==> config.mk <==
export PLATFORM = sky130hd
export DESIGN_NAME = keyed_reg_bank
export DESIGN_NICKNAME = d
export VERILOG_FILES = /design/src/rtl/keyed_reg_bank_pkg.sv /design/src/rtl/keyed_reg_bank_decode.sv /design/src/rtl/keyed_reg_bank_keygate.sv /design/src/rtl/keyed_reg_bank.sv
export SDC_FILE = /design/constraint.sdc
export NUM_CORES = 1
export LEC_CHECK = 0
export ABC_AREA = 1
export BUFFER_PORTS_ARGS = -buffer_cell sky130_fd_sc_hd__buf_2
export CORE_MARGIN = 4
export CORE_UTILIZATION = 61
export CTS_CLUSTER_SIZE = 14
export DETAILED_ROUTE_END_ITERATION = 10
export GPL_TIMING_DRIVEN = 0
export PLACE_DENSITY = 0.86
export SLEW_MARGIN = 15
export SYNTH_ARGS = -nofsm -noshare
export SYNTH_HDL_FRONTEND = slang
export SYNTH_SLANG_ARGS = --single-unit
==> constraint.sdc <==
create_clock -name clk -period 4.2 [get_ports clk]
set_input_delay 0.84 -clock clk [delete_from_list [all_inputs] [get_ports clk]]
set_output_delay 0.84 -clock clk [all_outputs]
set_load 0.005 [all_outputs]
==> src/rtl/keyed_reg_bank_pkg.sv <==
package keyed_reg_bank_pkg;

    localparam int unsigned HALF_W = 16;
    localparam logic [HALF_W-1:0] WRITE_KEY = 16'hA55A;

    // Power-on contents, indexed by register slot.
    function automatic logic [HALF_W-1:0] init_word(input int unsigned slot);
        case (slot)
            0:       init_word = 16'h03F0;
            1:       init_word = 16'h00FC;
            2:       init_word = 16'hAAFF;
            default: init_word = 16'h0000;
        endcase
    endfunction

endpackage

==> src/rtl/keyed_reg_bank_decode.sv <==
module keyed_reg_bank_decode #(
    parameter int unsigned     NREG   = 7,
    parameter logic [31:0]     BASE   = 32'hFFFF_FFE0,
    localparam int unsigned    IDXW   = (NREG > 1) ? $clog2(NREG) : 1
) (
    input  logic [31:0]     addr,
    input  logic            wide,
    output logic            hit,
    output logic [IDXW-1:0] idx
);

    logic [NREG-1:0] match;

    // One comparator per slot: 32-bit view at +0, 16-bit view at +2.
    for (genvar g = 0; g < NREG; g++) begin : g_slot
        localparam logic [31:0] WIDE_A   = BASE + 32'(4 * g);
        localparam logic [31:0] NARROW_A = BASE + 32'(4 * g + 2);
        assign match[g] = wide ? (addr == WIDE_A) : (addr == NARROW_A);
    end

    always_comb begin
        hit = |match;
        idx = '0;
        for (int i = 0; i < NREG; i++) begin
            if (match[i]) idx = IDXW'(i);
        end
    end

endmodule

==> src/rtl/keyed_reg_bank_keygate.sv <==
module keyed_reg_bank_keygate
    import keyed_reg_bank_pkg::*;
(
    input  logic              valid,
    input  logic              we,
    input  logic              wide,
    input  logic              hit,
    input  logic [HALF_W-1:0] key,
    output logic              accept,
    output logic              reject
);

    logic is_write;

    always_comb begin
        is_write = valid && we;
        accept   = is_write && wide && hit && (key == WRITE_KEY);
        reject   = is_write && !accept;
    end

endmodule

==> src/rtl/keyed_reg_bank.sv <==
module keyed_reg_bank
    import keyed_reg_bank_pkg::*;
#(
    parameter int unsigned NREG = 7,
    parameter logic [31:0] BASE = 32'hFFFF_FFE0
) (
    input  logic        clk,
    input  logic        rst,
    input  logic        req_valid,
    input  logic        req_we,
    input  logic        req_wide,
    input  logic [31:0] req_addr,
    input  logic [31:0] req_wdata,
    output logic        rsp_ready,
    output logic [31:0] rsp_rdata,
    output logic        wr_reject
);

    localparam int unsigned IDXW = (NREG > 1) ? $clog2(NREG) : 1;
    localparam int unsigned BUS_W = 2 * HALF_W;

    typedef struct packed {
        logic [NREG-1:0][HALF_W-1:0] regs;
        logic                        ready;
        logic [BUS_W-1:0]            rdata;
        logic                        rej;
    } bank_state_t;

    bank_state_t st_d, st_q;

    logic            dec_hit;
    logic [IDXW-1:0] dec_idx;
    logic            wr_accept;
    logic            wr_refuse;

    keyed_reg_bank_decode #(
        .NREG (NREG),
        .BASE (BASE)
    ) decode_i (
        .addr (req_addr),
        .wide (req_wide),
        .hit  (dec_hit),
        .idx  (dec_idx)
    );

    keyed_reg_bank_keygate keygate_i (
        .valid  (req_valid),
        .we     (req_we),
        .wide   (req_wide),
        .hit    (dec_hit),
        .key    (req_wdata[BUS_W-1:HALF_W]),
        .accept (wr_accept),
        .reject (wr_refuse)
    );

    function automatic bank_state_t reset_state();
        bank_state_t s;
        s = '0;
        for (int i = 0; i < NREG; i++) s.regs[i] = init_word(i);
        return s;
    endfunction

    always_comb begin
        st_d       = st_q;
        st_d.ready = req_valid;
        st_d.rej   = wr_refuse;
        st_d.rdata = '0;
        if (req_valid && !req_we && dec_hit) begin
            st_d.rdata = {{HALF_W{1'b0}}, st_q.regs[dec_idx]};
        end
        for (int i = 0; i < NREG; i++) begin
            if (wr_accept && dec_idx == IDXW'(i)) begin
                st_d.regs[i] = req_wdata[HALF_W-1:0];
            end
        end
        if (rst) st_d = reset_state();
    end

    always_ff @(posedge clk) begin
        st_q <= st_d;
    end

    assign rsp_ready = st_q.ready;
    assign rsp_rdata = st_q.rdata;
    assign wr_reject = st_q.rej;

    // a response follows every request, and only a request
    a_r8_ready_follows: assert property (@(posedge clk) disable iff (rst)
        req_valid |=> rsp_ready);
    a_r8_no_spurious_ready: assert property (@(posedge clk) disable iff (rst)
        !req_valid |=> !rsp_ready);
    // the upper halfword of the read data is always zero
    a_r2_upper_zero: assert property (@(posedge clk) disable iff (rst)
        rsp_ready |-> rsp_rdata[BUS_W-1:HALF_W] == '0);
    // a reject pulse follows only a write request
    a_r4_reject_after_write: assert property (@(posedge clk) disable iff (rst)
        wr_reject |-> $past(req_valid && req_we));
    // a 16-bit write is always refused
    a_r6_narrow_write_refused: assert property (@(posedge clk) disable iff (rst)
        (req_valid && req_we && !req_wide) |=> wr_reject);
    // without an accepted write the register contents hold
    a_r3_hold_without_accept: assert property (@(posedge clk) disable iff (rst)
        (!wr_accept && !rst) |=> $stable(st_q.regs));
    // an unmapped read returns zero
    a_r7_unmapped_reads_zero: assert property (@(posedge clk) disable iff (rst)
        (req_valid && !req_we && !dec_hit) |=> rsp_rdata == '0);

endmodule

---- Yosys cells after proc, flatten, opt, wreduce, memory -nomap -nowiden ----
Cells that the tools add are included.
W data, S select, Z words.
word-level totals
  bits of input ports ..................... 69
  register bits ........................... 146
  logic and storage cells ................. 68
  output and inout port bits .............. 34
operators by class
  eq/ne operators ......................... 21
  $lt $le $gt $ge ......................... 1
  reduce and logical (&&, ||, !) cells .... 19
  bitwise gates (word level) .............. 1
  muxes and demuxes ....................... 15
operators by type and width
  operator                count
  $eq A32 B32 Y1 const B  14
  $bmux W16 S3            1
  $eq A16 B16 Y1 const B  1
  $mux W16                1
  $logic_and A1 B1 Y1     14
  $eq A3 B3 Y1 const B    3
  $mux W3                 3
  $mux W1                 8
  $reduce_or A7 Y1        1
  $eq A3 B2 Y1 const B    2
  $lt A3 B4 Y1 const B    1
  $mux W2                 2
  $eq A3 B1 Y1 const B    1
  $logic_not A3 Y1        1
  $logic_not A1 Y1        2
  $reduce_or A2 Y1        1
  $not A1 Y1              1

---- Longest topological paths before layout ----
  depth after elaboration ................. 10
  depth in mapped cells ................... 15
  mapped depth without buffers ............ 13

---- By module ----
From an unflattened synthesis, not the netlist that was laid out.
unflattened totals
  cells, all modules ...................... 877
  area, all modules ....................... 6040.8 um^2
by module, submodules not included
  module                  area an instance (um^2)  instances  seq. area each (um^2)  cells an instance
  keyed_reg_bank          5725.5                   1          2602.5                 808
  keyed_reg_bank_decode   217.7                    1          0.0                    46
  keyed_reg_bank_keygate  97.6                     1          0.0                    23

---- Worst setup path before layout ----
OpenSTA, ideal clock, no wires.
  path type ............................... input -> register
  start ................................... input port req_wide
  end ..................................... register st_q[67] (netlist name)
  required time ........................... 4.066 ns
  arrival time ............................ 2.165 ns
  slack ................................... 1.902 ns
  stages on the path ...................... 14
  library setup time ...................... 0.134 ns
  path buffers ............................ 3
  path through ............................ inv_1 -> nand2_2 -> nand3_2 -> nor2_1 -> nand4_1 -> nand2_2 -> inv_2 -> buf_6 -> nand2_4 -> nor2_2 -> buf_4 -> buf_6 -> nand2_1 -> nand3_1
between the ends
  longest elaborated chain between the ends .. 9
  elaborated cells on any way between the ends .. 19
  classes of those cells .................. eq/ne: 1; mux: 13; reduce/logical: 5
RTL lines
  item                     RTL line                     source
  start: declaration       keyed_reg_bank.sv:11         input logic req_wide,
  $mux W1                  keyed_reg_bank_decode.sv:18  assign match[g] = wide ? (addr == WIDE_A) : (addr == NARROW_A);
  $mux W1                  keyed_reg_bank_decode.sv:25  if (match[i]) idx = IDXW'(i);
  $mux W2 (2 in series)    keyed_reg_bank_decode.sv:25
  $mux W3 (3 in series)    keyed_reg_bank_decode.sv:25
  $eq A3 B2 Y1             keyed_reg_bank.sv:72         if (wr_accept && dec_idx == IDXW'(i)) begin
  $logic_and A1 B1 Y1 (*)  keyed_reg_bank.sv:72
  end signal: assignment   keyed_reg_bank.sv:80         st_q <= st_d;
  end: declaration         keyed_reg_bank.sv:29         bank_state_t st_d, st_q;
Mark *: on every way between the ends. The rest lies on a longest branch, timed or not.
A chain may end at the register's enable or synchronous reset.

---- Worst setup path after layout ----
  start ................................... input port req_addr[27]
  end ..................................... register st_q (netlist bit rsp_rdata[2])
between the ends
  longest elaborated chain between the ends .. 10
  elaborated cells on any way between the ends .. 33
  classes of those cells .................. eq/ne: 14; mux: 15; bitwise: 1; reduce/logical: 3
RTL lines
  item                            RTL line                     source
  start: declaration              keyed_reg_bank.sv:12         input logic [31:0] req_addr,
  $eq A32 B32 Y1                  keyed_reg_bank_decode.sv:18
  $mux W1                         keyed_reg_bank_decode.sv:18
  $mux W1                         keyed_reg_bank_decode.sv:25
  $mux W2 (2 in series)           keyed_reg_bank_decode.sv:25
  $mux W3 (3 in series)           keyed_reg_bank_decode.sv:25
  $bmux W16 S3                    keyed_reg_bank.sv:69         st_d.rdata = {{HALF_W{1'b0}}, st_q.regs[dec_idx]};
  $mux W16 (not written as such)  keyed_reg_bank.sv:69
Parallel ways exist; a longest one is shown, timed or not. The select of a mux whose other input is x is not followed.

==> out/qor.csv <==
stage,metric,value,unit
clock_tree,CTS tree,yes,
clock_tree,CTS Sinks,130,
finish,"most common cell after layout, fill and taps aside",sky130_fd_sc_hd__nand2_1,
setup_path,critical path capture point type,flop,
logic_synthesis,area share of xor/xnor cells in the synthesized design,0,%
placed_design,buffers added on ports,86,
setup_path,kind of cell with the highest combined delay on the critical path,simple AND/OR/NAND/NOR gates,
logic_synthesis,Post-Synth Simple-Gate Area,42.5,%
clock_tree,latest clock arrival within the worst-skew pair,0.53,ns
sta,worst max-slew margin expressed relative to the limit,56.8,%
finish,share of the core filled with cells,74.9,%
power_and_ir_drop,overall power consumption,2.86,mW
sta,final max-slew violation count,0,
route,number of detailed-routing iterations run before antenna repair,9,
clock_tree,Post-CTS Hold Buffers,0,
setup_path,worst reg2reg path depth,4,
route,post-route ant nets,0,
outcome,outcome,"complete, but fails checks",
floorplanning,io pins,103,
logic_synthesis,Synth Register Bits,130,
finish,post-synthesis to final-layout area growth,19.3,%
setup_path,worst flop-to-flop path startpoint,st_q[69],
clock_tree,Post-CTS Resized,0,
sta,maximum clock skew at final layout,0.00559,ns
sta,slew at the pin closest to its max-slew limit,0.649,ns
power_and_ir_drop,pwr/cell area,369,mW/mm^2
setup_path,largest stage delay on the critical path,0.46,ns
floorplanning,Die Ht,111,um
floorplanning,horizontal extent of the die,111,um
finish,fraction of layout instances using a drive strength above 1,18.1,%
global_routing,remaining global-route overflow,0,
setup_path,worst-path fanout max,10,
logic_synthesis,main combinational cell family by area after synthesis,simple AND/OR/NAND/NOR gates,
setup_path,required time of the critical path,4.63,ns
global_routing,total track usage,30.7,%
setup_path,Crit Path Class,in2reg,
global_routing,number of global-route vias before repair,6382,
floorplanning,Die Outline Area,0.0124,mm^2
clock_tree,maximum buffer depth of the clock tree,2,
setup_path,last element of the critical path,rsp_rdata[2],
placed_design,# placed instances,1255,
route,detailed router's first-iteration violation count,724,
logic_synthesis,Yosys cell types,31,
setup_path,slack of the worst reg-to-reg path,3.26,ns
sta,min cycle time layout,2.44,ns
floorplanning,Starting Density,62.8,%
sta,max frequency,409,MHz
finish,Total Nets Final,1207,
finish,total inserted antenna cells,0,
power_and_ir_drop,Peak VDD IR,0.000418,V
route,WL/cell,14.7,um
global_routing,antenna violations before repair,0,
global_routing,pin count of the biggest net entering global routing,17,
logic_synthesis,fraction of synthesized area in multiplexers,0,%
setup_path,kind of start point of the critical path,input port,
floorplanning,Core Area,0.0104,mm^2
clock_tree,clock transition time at the flip-flop clock pins of the worst setup and hold paths,0.06,ns
floorplanning,number of cell rows,37,
sta,total negative slack,0,ns
route,via count,6829,
setup_path,highest-delay cell along the critical path,sky130_fd_sc_hd__clkbuf_1,
placed_design,final weighted congestion of routability-driven global placement,0.888,
flow_run,max capacitance violation total,0,
setup_path,reg2reg end,rsp_rdata[3],
clock_tree,clock root buffer master,sky130_fd_sc_hd__clkbuf_8,
sta,"Period Utilization, post-route",58.2,%
finish,most frequent cells in the layout,"sky130_fd_sc_hd__nand2_1, sky130_fd_sc_hd__nor2_1, sky130_fd_sc_hd__dfxtp_1",
route,DRC viols,2,
power_and_ir_drop,P_leak,3.86,nW
logic_synthesis,synthesized netlist cell count,1018,
logic_synthesis,share of the yosys chip area belonging to registers,40.0,%
setup_path,CP Data Arrival Time,2.88,ns
logic_synthesis,cell area after technology mapping,0.00651,mm^2
sta,number of endpoints failing setup at the final stage,0,
setup_path,number of gates on the worst path with buffers counted,13,
logic_synthesis,"post-synthesis share of cell area spent on full adders, half adders and majority gates",0,%
route,vias per cell,5.31,
clock_tree,count of H-tree levels built during CTS,4,
global_routing,wire length of the first global-routing pass,30600,um
sta,setup repair after global routing missed its margin,no,
outcome,violated checks,design-rule violations,
setup_path,"Cell Chain, Critical Path",buf_2 -> nand2_1 -> inv_1 -> nand2_1 -> nor2_1 -> nand2_1 -> nor2_2 -> o21ai_1 -> inv_1 -> clkbuf_1 -> nand3_1 -> nor2_1 -> nor2_1,
logic_synthesis,syn_area_per_cell,6.39,um^2
clock_tree,Inserted Clock Buffers,17,
placed_design,Final HPWL DP,13300,um
setup_path,worst setup path start,req_addr[27],
logic_synthesis,compound-gate portion of the synthesized area,5.48,%
logic_synthesis,number of warnings reported in the yosys synthesis log,0,
sta,final-report hold violation count,0,
setup_path,worst path bufs/invs,4,
finish,fin cells,1287,
route,wire length after detailed routing,18900,um
clock_tree,postcts setup bufs,0,
hold_path,worst hold path type,reg2reg,
-- worst min-delay path, stage by stage (launching register included) --
cell	delay (ns)
sky130_fd_sc_hd__dfxtp_1	0.30
sky130_fd_sc_hd__inv_1	0.06
sky130_fd_sc_hd__o21ai_1	0.06
-- synthesized netlist by cell type --
library cell	n	area, um^2
sky130_fd_sc_hd__buf_4	40	300
sky130_fd_sc_hd__nand2b_4	1	13.8
sky130_fd_sc_hd__nor4b_1	1	8.76
sky130_fd_sc_hd__nor2b_1	1	6.26
sky130_fd_sc_hd__conb_1	1	3.75
sky130_fd_sc_hd__nand2_4	1	11.3
sky130_fd_sc_hd__nor3_1	3	15.0
sky130_fd_sc_hd__nand3b_1	1	7.51
sky130_fd_sc_hd__nand3_1	53	265
sky130_fd_sc_hd__buf_2	16	80.1
sky130_fd_sc_hd__nor4_1	3	18.8
sky130_fd_sc_hd__o2111ai_1	1	8.76
sky130_fd_sc_hd__clkbuf_1	10	37.5
sky130_fd_sc_hd__nor2_4	5	56.3
sky130_fd_sc_hd__nand3_2	2	20.0
sky130_fd_sc_hd__and3_1	1	6.26
sky130_fd_sc_hd__dfxtp_1	130	2600
sky130_fd_sc_hd__buf_6	3	33.8
sky130_fd_sc_hd__o21ai_0	19	95.1
sky130_fd_sc_hd__nand4_1	28	175
sky130_fd_sc_hd__o211ai_1	12	90.1
sky130_fd_sc_hd__inv_2	8	30.0
sky130_fd_sc_hd__o21ai_1	8	40.0
sky130_fd_sc_hd__a211oi_1	1	7.51
sky130_fd_sc_hd__nand2_2	7	43.8
sky130_fd_sc_hd__buf_1	7	26.3
sky130_fd_sc_hd__nor2_1	244	916
sky130_fd_sc_hd__a21oi_1	23	115
sky130_fd_sc_hd__nand2_1	309	1160
sky130_fd_sc_hd__nor2_2	7	43.8
sky130_fd_sc_hd__inv_1	72	270
-- kinds of logic after synthesis --
family	after synthesis
buffers and inverters	156
AND/OR/NAND/NOR	667
AO/OA/AOI/OAI	64
flip-flops	130
other	1
-- through the flow --
step,worst slack (ns),hold WS (ns),instance area (um^2)
after floorplan,1.90,0.429,6570
after global placement,1.33,0.438,7170
after detailed placement,1.29,0.447,7170
after CTS,1.82,0.460,7760
after global routing,1.55,0.477,7760
final,1.76,0.461,7760
-- final cells by class --
cell class / instances / area, um^2
Fill cell: 851 / 2610
Timing Repair Buffer: 86 / 430
Tap cell: 136 / 170
Clock buffer: 17 / 414
Buffer: 76 / 478
Sequential cell: 130 / 2600
Clock inverter: 15 / 183
Multi-Input combinational cell: 747 / 3180
Inverter: 80 / 300
-- worst min-delay path by stage --
stage,from,endpoint,slack (ns),cells past startpoint
5_1_grt,st_q[69],st_q[69],0.48,2
2_1_floorplan,st_q[67],st_q[67],0.43,2
3_3_place_gp,st_q[71],st_q[71],0.44,2
3_5_place_dp,st_q[70],st_q[70],0.45,2
6_report,st_q[81],st_q[81],0.46,2
4_1_cts,st_q[81],st_q[81],0.46,2
-- registers in the layout, indices dropped and copies added (netlist names) --
signal     cells
rsp_rdata     16
rsp_ready      1
st_q         112
wr_reject      1
-- metal layers --
| metal | vias up | GRT usage (%) | part of all wire (%) | wire length [um] |
|---|---|---|---|---|
| met3 | 61 | 7.91 | 11 | 2030 |
| met2 | 371 | 51.1 | 46 | 8750 |
| li1 | 3359 | - | - | - |
| met4 | 0 | 11.8 | 3.6 | 685 |
| met5 | - | 0 | 0 | 0 |
| met1 | 3038 | 38.1 | 39 | 7400 |
-- power breakdown --
| group | switching (mW) | internal (mW) |
|---|---|---|
| Sequential | 0.000180 | 1.23 |
| Combinational | 0.0839 | 0.0494 |
| Clock | 0.585 | 0.909 |
| Total | 0.670 | 2.19 |
(Power assumes the default switching activity.)
